==> config.mk <==
export PLATFORM = sky130hd
export DESIGN_NAME = diag_status_mem
export DESIGN_NICKNAME = d
export VERILOG_FILES = /design/src/rtl/diag_pkg.sv /design/src/rtl/diag_proto_latch.sv /design/src/rtl/diag_store.sv /design/src/rtl/diag_reader.sv /design/src/rtl/diag_status_mem.sv
export SDC_FILE = /design/constraint.sdc
export NUM_CORES = 2
export LEC_CHECK = 0
export BUFFER_PORTS_ARGS = -buffer_cell sky130_fd_sc_hd__buf_2
export CAP_MARGIN = 40
export CELL_PAD_IN_SITES_DETAIL_PLACEMENT = 2
export CELL_PAD_IN_SITES_GLOBAL_PLACEMENT = 2
export CORE_MARGIN = 2
export CORE_UTILIZATION = 35
export CTS_BUF_LIST = sky130_fd_sc_hd__clkbuf_4 sky130_fd_sc_hd__clkbuf_8 sky130_fd_sc_hd__clkbuf_16
export CTS_CLUSTER_DIAMETER = 120
export DETAILED_ROUTE_END_ITERATION = 12
export PLACE_DENSITY_LB_ADDON = 0.1
export SLEW_MARGIN = 20
export SYNTH_ARGS = -nofsm -noshare
export SYNTH_HDL_FRONTEND = slang
export SYNTH_HIERARCHICAL = 1
export SYNTH_SLANG_ARGS = --single-unit
==> constraint.sdc <==
create_clock -name clk -period 9.1 [get_ports clk]
set_input_delay 2.275 -clock clk [delete_from_list [all_inputs] [get_ports clk]]
set_output_delay 2.275 -clock clk [all_outputs]
set_load 0.005 [all_outputs]
==> src/rtl/diag_pkg.sv <==
package diag_pkg;
  localparam int DIAG_DEPTH = 64;
  localparam int DIAG_DW    = 8;

  typedef enum logic {
    DIAG_OP_READ  = 1'b0,
    DIAG_OP_CLEAR = 1'b1
  } diag_op_e;
endpackage

==> src/rtl/diag_proto_latch.sv <==
module diag_proto_latch (
  input  logic clk,
  input  logic rst_n,
  input  logic host_sel_spi,
  output logic mon_use_spi
);
  logic host_spi_q;

  // Follows the pin while reset is held; frozen once reset is released.
  always_ff @(posedge clk) begin
    if (!rst_n) host_spi_q <= host_sel_spi;
  end

  assign mon_use_spi = ~host_spi_q;
endmodule

==> src/rtl/diag_store.sv <==
module diag_store #(
  parameter int DEPTH = 64,
  parameter int DW    = 8,
  localparam int AW   = $clog2(DEPTH),
  localparam int LW   = AW + 1
) (
  input  logic                       clk,
  input  logic                       rst_n,
  input  logic                       wr_en,
  input  logic [AW-1:0]              wr_addr,
  input  logic [DW-1:0]              wr_data,
  input  logic                       clr_en,
  input  logic [AW-1:0]              clr_off,
  input  logic [LW-1:0]              clr_len,
  output logic [DEPTH-1:0][DW-1:0]   mem
);
  logic [LW:0] clr_lo;
  logic [LW:0] clr_hi;

  assign clr_lo = {2'b00, clr_off};
  assign clr_hi = clr_lo + {1'b0, clr_len};

  for (genvar i = 0; i < DEPTH; i++) begin : g_byte
    localparam logic [LW:0] IDX = (LW+1)'(i);
    logic hit_wr;
    logic hit_clr;

    assign hit_wr  = wr_en && (wr_addr == AW'(i));
    assign hit_clr = clr_en && (IDX >= clr_lo) && (IDX < clr_hi);

    // Software write has priority so a live update is never lost.
    always_ff @(posedge clk) begin
      if (!rst_n)       mem[i] <= '0;
      else if (hit_wr)  mem[i] <= wr_data;
      else if (hit_clr) mem[i] <= '0;
    end
  end
endmodule

==> src/rtl/diag_reader.sv <==
module diag_reader #(
  parameter int DEPTH       = 64,
  parameter int DW          = 8,
  parameter bit ALLOW_CLEAR = 1'b1,
  localparam int AW         = $clog2(DEPTH),
  localparam int LW         = AW + 1
) (
  input  logic                      clk,
  input  logic                      rst_n,
  input  logic                      cmd_valid,
  output logic                      cmd_ready,
  input  logic                      cmd_op,
  input  logic [AW-1:0]             cmd_off,
  input  logic [LW-1:0]             cmd_len,
  input  logic [DEPTH-1:0][DW-1:0]  mem,
  output logic                      rd_valid,
  input  logic                      rd_ready,
  output logic [DW-1:0]             rd_data,
  output logic                      rd_last,
  output logic                      err,
  output logic                      clr_en,
  output logic [AW-1:0]             clr_off,
  output logic [LW-1:0]             clr_len
);
  import diag_pkg::*;

  logic                     busy;
  logic [AW-1:0]            ptr;
  logic [LW-1:0]            remain;
  logic [DEPTH-1:0][DW-1:0] snap;

  logic [LW:0] span_end;
  logic        range_bad;
  logic        accept;
  logic        is_clear;
  logic        reject;
  logic        start_rd;
  logic        beat;

  assign span_end  = {2'b00, cmd_off} + {1'b0, cmd_len};
  assign range_bad = (cmd_len == '0) || (span_end > (LW+1)'(DEPTH));
  assign accept    = cmd_valid && !busy;
  assign is_clear  = (diag_op_e'(cmd_op) == DIAG_OP_CLEAR);
  assign reject    = accept && (range_bad || (is_clear && !ALLOW_CLEAR));
  assign start_rd  = accept && !is_clear && !range_bad;
  assign beat      = busy && rd_ready;

  assign clr_en  = accept && is_clear && !range_bad && ALLOW_CLEAR;
  assign clr_off = cmd_off;
  assign clr_len = cmd_len;

  always_ff @(posedge clk) begin
    if (!rst_n) begin
      busy   <= 1'b0;
      ptr    <= '0;
      remain <= '0;
      snap   <= '0;
      err    <= 1'b0;
    end else begin
      err <= reject;
      if (start_rd) begin
        snap   <= mem;
        ptr    <= cmd_off;
        remain <= cmd_len;
        busy   <= 1'b1;
      end else if (beat) begin
        ptr    <= ptr + 1'b1;
        remain <= remain - 1'b1;
        if (remain == LW'(1)) busy <= 1'b0;
      end
    end
  end

  assign cmd_ready = !busy;
  assign rd_valid  = busy;
  assign rd_data   = snap[ptr];
  assign rd_last   = busy && (remain == LW'(1));
endmodule

==> src/rtl/diag_status_mem.sv <==
module diag_status_mem #(
  parameter int DEPTH = diag_pkg::DIAG_DEPTH,
  parameter int DW    = diag_pkg::DIAG_DW,
  localparam int AW   = $clog2(DEPTH),
  localparam int LW   = AW + 1
) (
  input  logic          clk,
  input  logic          rst_n,
  input  logic          host_sel_spi,
  output logic          mon_use_spi,
  input  logic          sw_wr_en,
  input  logic [AW-1:0] sw_wr_addr,
  input  logic [DW-1:0] sw_wr_data,
  input  logic          mon_cmd_valid,
  output logic          mon_cmd_ready,
  input  logic          mon_cmd_op,
  input  logic [AW-1:0] mon_cmd_off,
  input  logic [LW-1:0] mon_cmd_len,
  output logic          mon_rd_valid,
  input  logic          mon_rd_ready,
  output logic [DW-1:0] mon_rd_data,
  output logic          mon_rd_last,
  output logic          mon_err,
  input  logic          host_cmd_valid,
  output logic          host_cmd_ready,
  input  logic          host_cmd_op,
  input  logic [AW-1:0] host_cmd_off,
  input  logic [LW-1:0] host_cmd_len,
  output logic          host_rd_valid,
  input  logic          host_rd_ready,
  output logic [DW-1:0] host_rd_data,
  output logic          host_rd_last,
  output logic          host_err
);
  logic [DEPTH-1:0][DW-1:0] mem;

  logic          m_clr_en,  h_clr_en;
  logic [AW-1:0] m_clr_off, h_clr_off;
  logic [LW-1:0] m_clr_len, h_clr_len;
  logic          clr_en;
  logic [AW-1:0] clr_off;
  logic [LW-1:0] clr_len;

  // The host reader is built without clear rights; its request stays low.
  assign clr_en  = m_clr_en | h_clr_en;
  assign clr_off = m_clr_en ? m_clr_off : h_clr_off;
  assign clr_len = m_clr_en ? m_clr_len : h_clr_len;

  diag_proto_latch u_proto (
    .clk          (clk),
    .rst_n        (rst_n),
    .host_sel_spi (host_sel_spi),
    .mon_use_spi  (mon_use_spi)
  );

  diag_store #(.DEPTH(DEPTH), .DW(DW)) u_store (
    .clk     (clk),
    .rst_n   (rst_n),
    .wr_en   (sw_wr_en),
    .wr_addr (sw_wr_addr),
    .wr_data (sw_wr_data),
    .clr_en  (clr_en),
    .clr_off (clr_off),
    .clr_len (clr_len),
    .mem     (mem)
  );

  diag_reader #(.DEPTH(DEPTH), .DW(DW), .ALLOW_CLEAR(1'b1)) u_mon (
    .clk       (clk),
    .rst_n     (rst_n),
    .cmd_valid (mon_cmd_valid),
    .cmd_ready (mon_cmd_ready),
    .cmd_op    (mon_cmd_op),
    .cmd_off   (mon_cmd_off),
    .cmd_len   (mon_cmd_len),
    .mem       (mem),
    .rd_valid  (mon_rd_valid),
    .rd_ready  (mon_rd_ready),
    .rd_data   (mon_rd_data),
    .rd_last   (mon_rd_last),
    .err       (mon_err),
    .clr_en    (m_clr_en),
    .clr_off   (m_clr_off),
    .clr_len   (m_clr_len)
  );

  diag_reader #(.DEPTH(DEPTH), .DW(DW), .ALLOW_CLEAR(1'b0)) u_host (
    .clk       (clk),
    .rst_n     (rst_n),
    .cmd_valid (host_cmd_valid),
    .cmd_ready (host_cmd_ready),
    .cmd_op    (host_cmd_op),
    .cmd_off   (host_cmd_off),
    .cmd_len   (host_cmd_len),
    .mem       (mem),
    .rd_valid  (host_rd_valid),
    .rd_ready  (host_rd_ready),
    .rd_data   (host_rd_data),
    .rd_last   (host_rd_last),
    .err       (host_err),
    .clr_en    (h_clr_en),
    .clr_off   (h_clr_off),
    .clr_len   (h_clr_len)
  );
endmodule

==> flow_summary_export.csv <==
group,metric,value,unit
cells_and_area,drive_above_1_share,0.139,
cts,cts_max_level,4,
cts,clock_latency,0.85,ns
timing,period_minus_slack,7.80,ns
global_route,met3_usage,0.0370,
route,vias_per_cell,5.65,
global_route,grt_pass1_vias,60800,
route,antenna_left,0,
synth,ys_types,98,
setup_path,endpoint_kind,"flip-flop",
job,maxCapViolations,0,
timing,tightest_slew,1.08,ns
global_route,met2_usage,0.458,
power,netSwitchingPower,4.42,mW
synth,async_reset_ff_frac,0,
synth,avgSynthCellArea,9.45,um^2
setup_path,cp_data_required_time,9.87,ns
synth,netlist_instances,7556,
route,first_pass_iters,5,
placement,portBuffers,74,
timing,tns,0,ns
cts,path_clk_slew,0.06,ns
power,pwr-share-comb,0.103,
global_route,grt_pass1_wl,425000,um
setup_path,worst-setup-path-type,"in2reg",
power,seqPwrFrac,0.426,
synth,yosys_warnings,6,
cts,cts.sinks,1567,
die,start_util,0.353,
die,boundaryPins,75,
power,p_leak,25.6,nW
global_route,antenna_found_initial,16,
status,status,"complete, no violations",
timing,finalSetupViolCount,0,
route,drt_wl_total,291000,um
synth,synthesis.area,71400,um^2
power,p_clk_frac,0.471,
global_route,grt_use_met1,0.364,
timing,slew_violations,0,
timing,max_freq,128,MHz
power,powerDensity,201,nW/um^2
cells_and_area,syn2layout_area_growth,13.1,%
synth,yosysSeqAreaShare,0.440,
placement,gp_congestion,0.921,
timing,slew_headroom,0.283,
cts,tritoncts,"done",
timing,clock-skew-final,0.0244,ns
worst_hold_path,hp-start,"u_host/snap[497]",
global_route,grt.total_usage,0.274,
setup_path,reg2reg_from,"u_mon/rd_valid",
synth,synth_edf_count,1,
die,fp.dieW,456,um
setup_path,crit_arrival,8.58,ns
cts,clk_path_buf_depth,3,
cells_and_area,fin_util,0.399,
global_route,top_usage_layer,"met2",
placement,dp_hpwl,198000,um
cts,cts-hold-fix-buffers,0,
synth,synth_nets,7633,
die,die_area,208000,um^2
setup_path,critPathMaxFanout,14,
die,core-area,203000,um^2
timing,grt_setup_unrepaired,"false",
route,drc,0,
setup_path,cp-start-kind,"input pin",
cts,cts_made_buffers,185,
route,drt_iter0_drc,4377,
route,avgRoutedWirePerCell,28.6,um
route,num_vias,57600,
global_route,grt_max_degree,231,
power,p_int,11.8,mW
cells_and_area,final_nets,7467,
cts,cts-root-buf,"clkbuf_16",
timing,fin_crit_sh,0.857,
cts,cts.repair.resized,0,
die,die_y,456,um
worst_hold_path,hold_path_class,"reg2reg",
power,p_sw_frac,0.272,
synth,synthFlopType,"dfxtp_1",
power,ir_drop,214,uV
global_route,grt_remaining_overflow,0,
setup_path,crit_start,"mon_cmd_len[0]",
die,core.rowCount,165,
synth,synth_seq_cells,1567,
timing,hold_violations,0,
cts,postCtsSetupBuffers,0,
power by group through the flow:
stage | clock (mW) | sequential (mW) | combinational, mW
finish | 7.65 | 6.92 | 1.67
global route | 8.13 | 6.92 | 1.74
CTS | 7.83 | 6.93 | 1.63
detailed placement | 0 | 7.08 | 1.63
global placement | 0 | 7.08 | 1.59
floorplan | 0 | 7.04 | 1.01
path summary, 6_finish.rpt:
check,endpoint,slack (ns),cells after the start
hold reg to reg,u_host/snap[497],0.45,2
setup reg to reg,u_store/mem[231],4.03,11
setup / recovery,u_store/mem[231],1.30,19
hold / removal,u_host/snap[497],0.45,2
final cells by class:
type | instances | area (um^2)
Inverter | 90 | 338
Clock buffer | 281 | 5680
Tap cell | 2672 | 3340
Sequential cell | 1567 | 31400
Antenna cell | 2 | 5.00
Clock inverter | 40 | 531
Timing Repair Buffer | 274 | 2400
Fill cell | 21700 | 122000
Multi-Input combinational cell | 5272 | 37000
registers in the layout, indices dropped and copies added (netlist names), 6 cells and up:
register / flops
u_mon/snap: 512
u_mon/ptr: 6
u_mon/remain: 7
u_store/mem: 512
u_host/snap: 512
u_host/ptr: 6
u_host/remain: 7
critical path, cell delays in order:
cell and delay (ns):
buf_2 0.21, ha_1 0.22, inv_1 0.08, fa_1 0.42, nand2b_1 0.19, a21oi_1 0.18, xnor2_1 0.14, o2111ai_1 0.21
a21oi_1 0.23, and4_1 0.62, mux2_2 0.52, ha_1 0.29, fa_1 0.51, xnor2_1 0.55, nor2_1 0.29, nand3_1 0.42
o221ai_1 0.23, a211oi_2 0.69, a22o_1 0.26
metal layers:
layer | share of wire | vias to the layer above
met4 | 0.033 | 0
li1 | - | 25900
met2 | 0.48 | 1268
met1 | 0.45 | 30100
met5 | 0 | -
met3 | 0.043 | 410
logic make-up after synthesis:
group,count (synthesis),share of synthesized area
flops,1567,0.440
compound gates,874,0.0894
fa+ha+maj,27,0.00505
simple gates,2907,0.161
xor+xnor,32,0.00393
buf+inv,717,0.0437
other cells,1,0.0000525
mux,1431,0.257
cell usage after synthesis (9+ instances only):
cell type | number | area, um^2
nor2b_1 | 12 | 75.1
o22ai_1 | 132 | 826
o2111ai_1 | 15 | 131
buf_1 | 51 | 191
a21oi_1 | 153 | 766
o21ai_0 | 88 | 440
a211oi_2 | 10 | 125
clkbuf_1 | 404 | 1520
a21o_1 | 9 | 67.6
a31oi_1 | 60 | 375
o21ai_1 | 49 | 245
nand2b_1 | 11 | 68.8
xnor2_1 | 26 | 228
and2_1 | 16 | 100
nor2_1 | 205 | 769
a221oi_1 | 17 | 149
a22oi_1 | 72 | 541
a211oi_1 | 12 | 90.1
buf_4 | 75 | 563
nand4_1 | 13 | 81.3
dfxtp_1 | 1566 | 31400
mux2i_1 | 1098 | 11000
o2bb2ai_1 | 23 | 201
inv_1 | 89 | 334
nand3_1 | 147 | 736
and3_1 | 11 | 68.8
mux4_2 | 320 | 7210
ha_1 | 24 | 300
mux2_2 | 13 | 146
a211o_1 | 18 | 158
a22o_1 | 96 | 841
a311oi_1 | 9 | 78.8
o211ai_1 | 15 | 113
buf_2 | 93 | 465
nand2_1 | 2409 | 9040
nor3_1 | 32 | 160
metrics by stage:
stage | std cells | setup slack (ns) | cell area, um^2 | power (mW) | hold WS [ns]
detailed placement | 9859 | 0.498 | 74300 | 8.71 | 0.447
floorplan | 7556 | 2.21 | 71400 | 8.06 | 0.432
global placement | 9829 | 0.583 | 73900 | 8.68 | 0.439
global route | 10200 | 1.06 | 80700 | 16.8 | 0.472
CTS | 10200 | 1.41 | 80500 | 16.4 | 0.459
finish | 10200 | 1.30 | 80700 | 16.2 | 0.455
layout by cell type (no fill, tap or decap), types with 16 or more instances in the layout:
master / n
nand2_1: 2401
clkbuf_16: 186
nor3_1: 26
buf_12: 26
nand3_1: 147
clkbuf_4: 46
o21ai_1: 52
a21oi_1: 152
a31oi_1: 60
clkinv_2: 16
nor2_1: 199
o21ai_0: 85
buf_2: 76
xnor2_1: 26
dfxtp_1: 1558
ha_1: 24
o22ai_1: 132
a221oi_1: 17
mux4_2: 320
o2bb2ai_1: 23
inv_1: 89
mux2i_1: 1098
a211o_1: 18
a22o_1: 96
buf_4: 154
clkbuf_8: 50
a22oi_1: 72
and2_1: 16
Note: power is estimated with default switching activity, not from simulation.
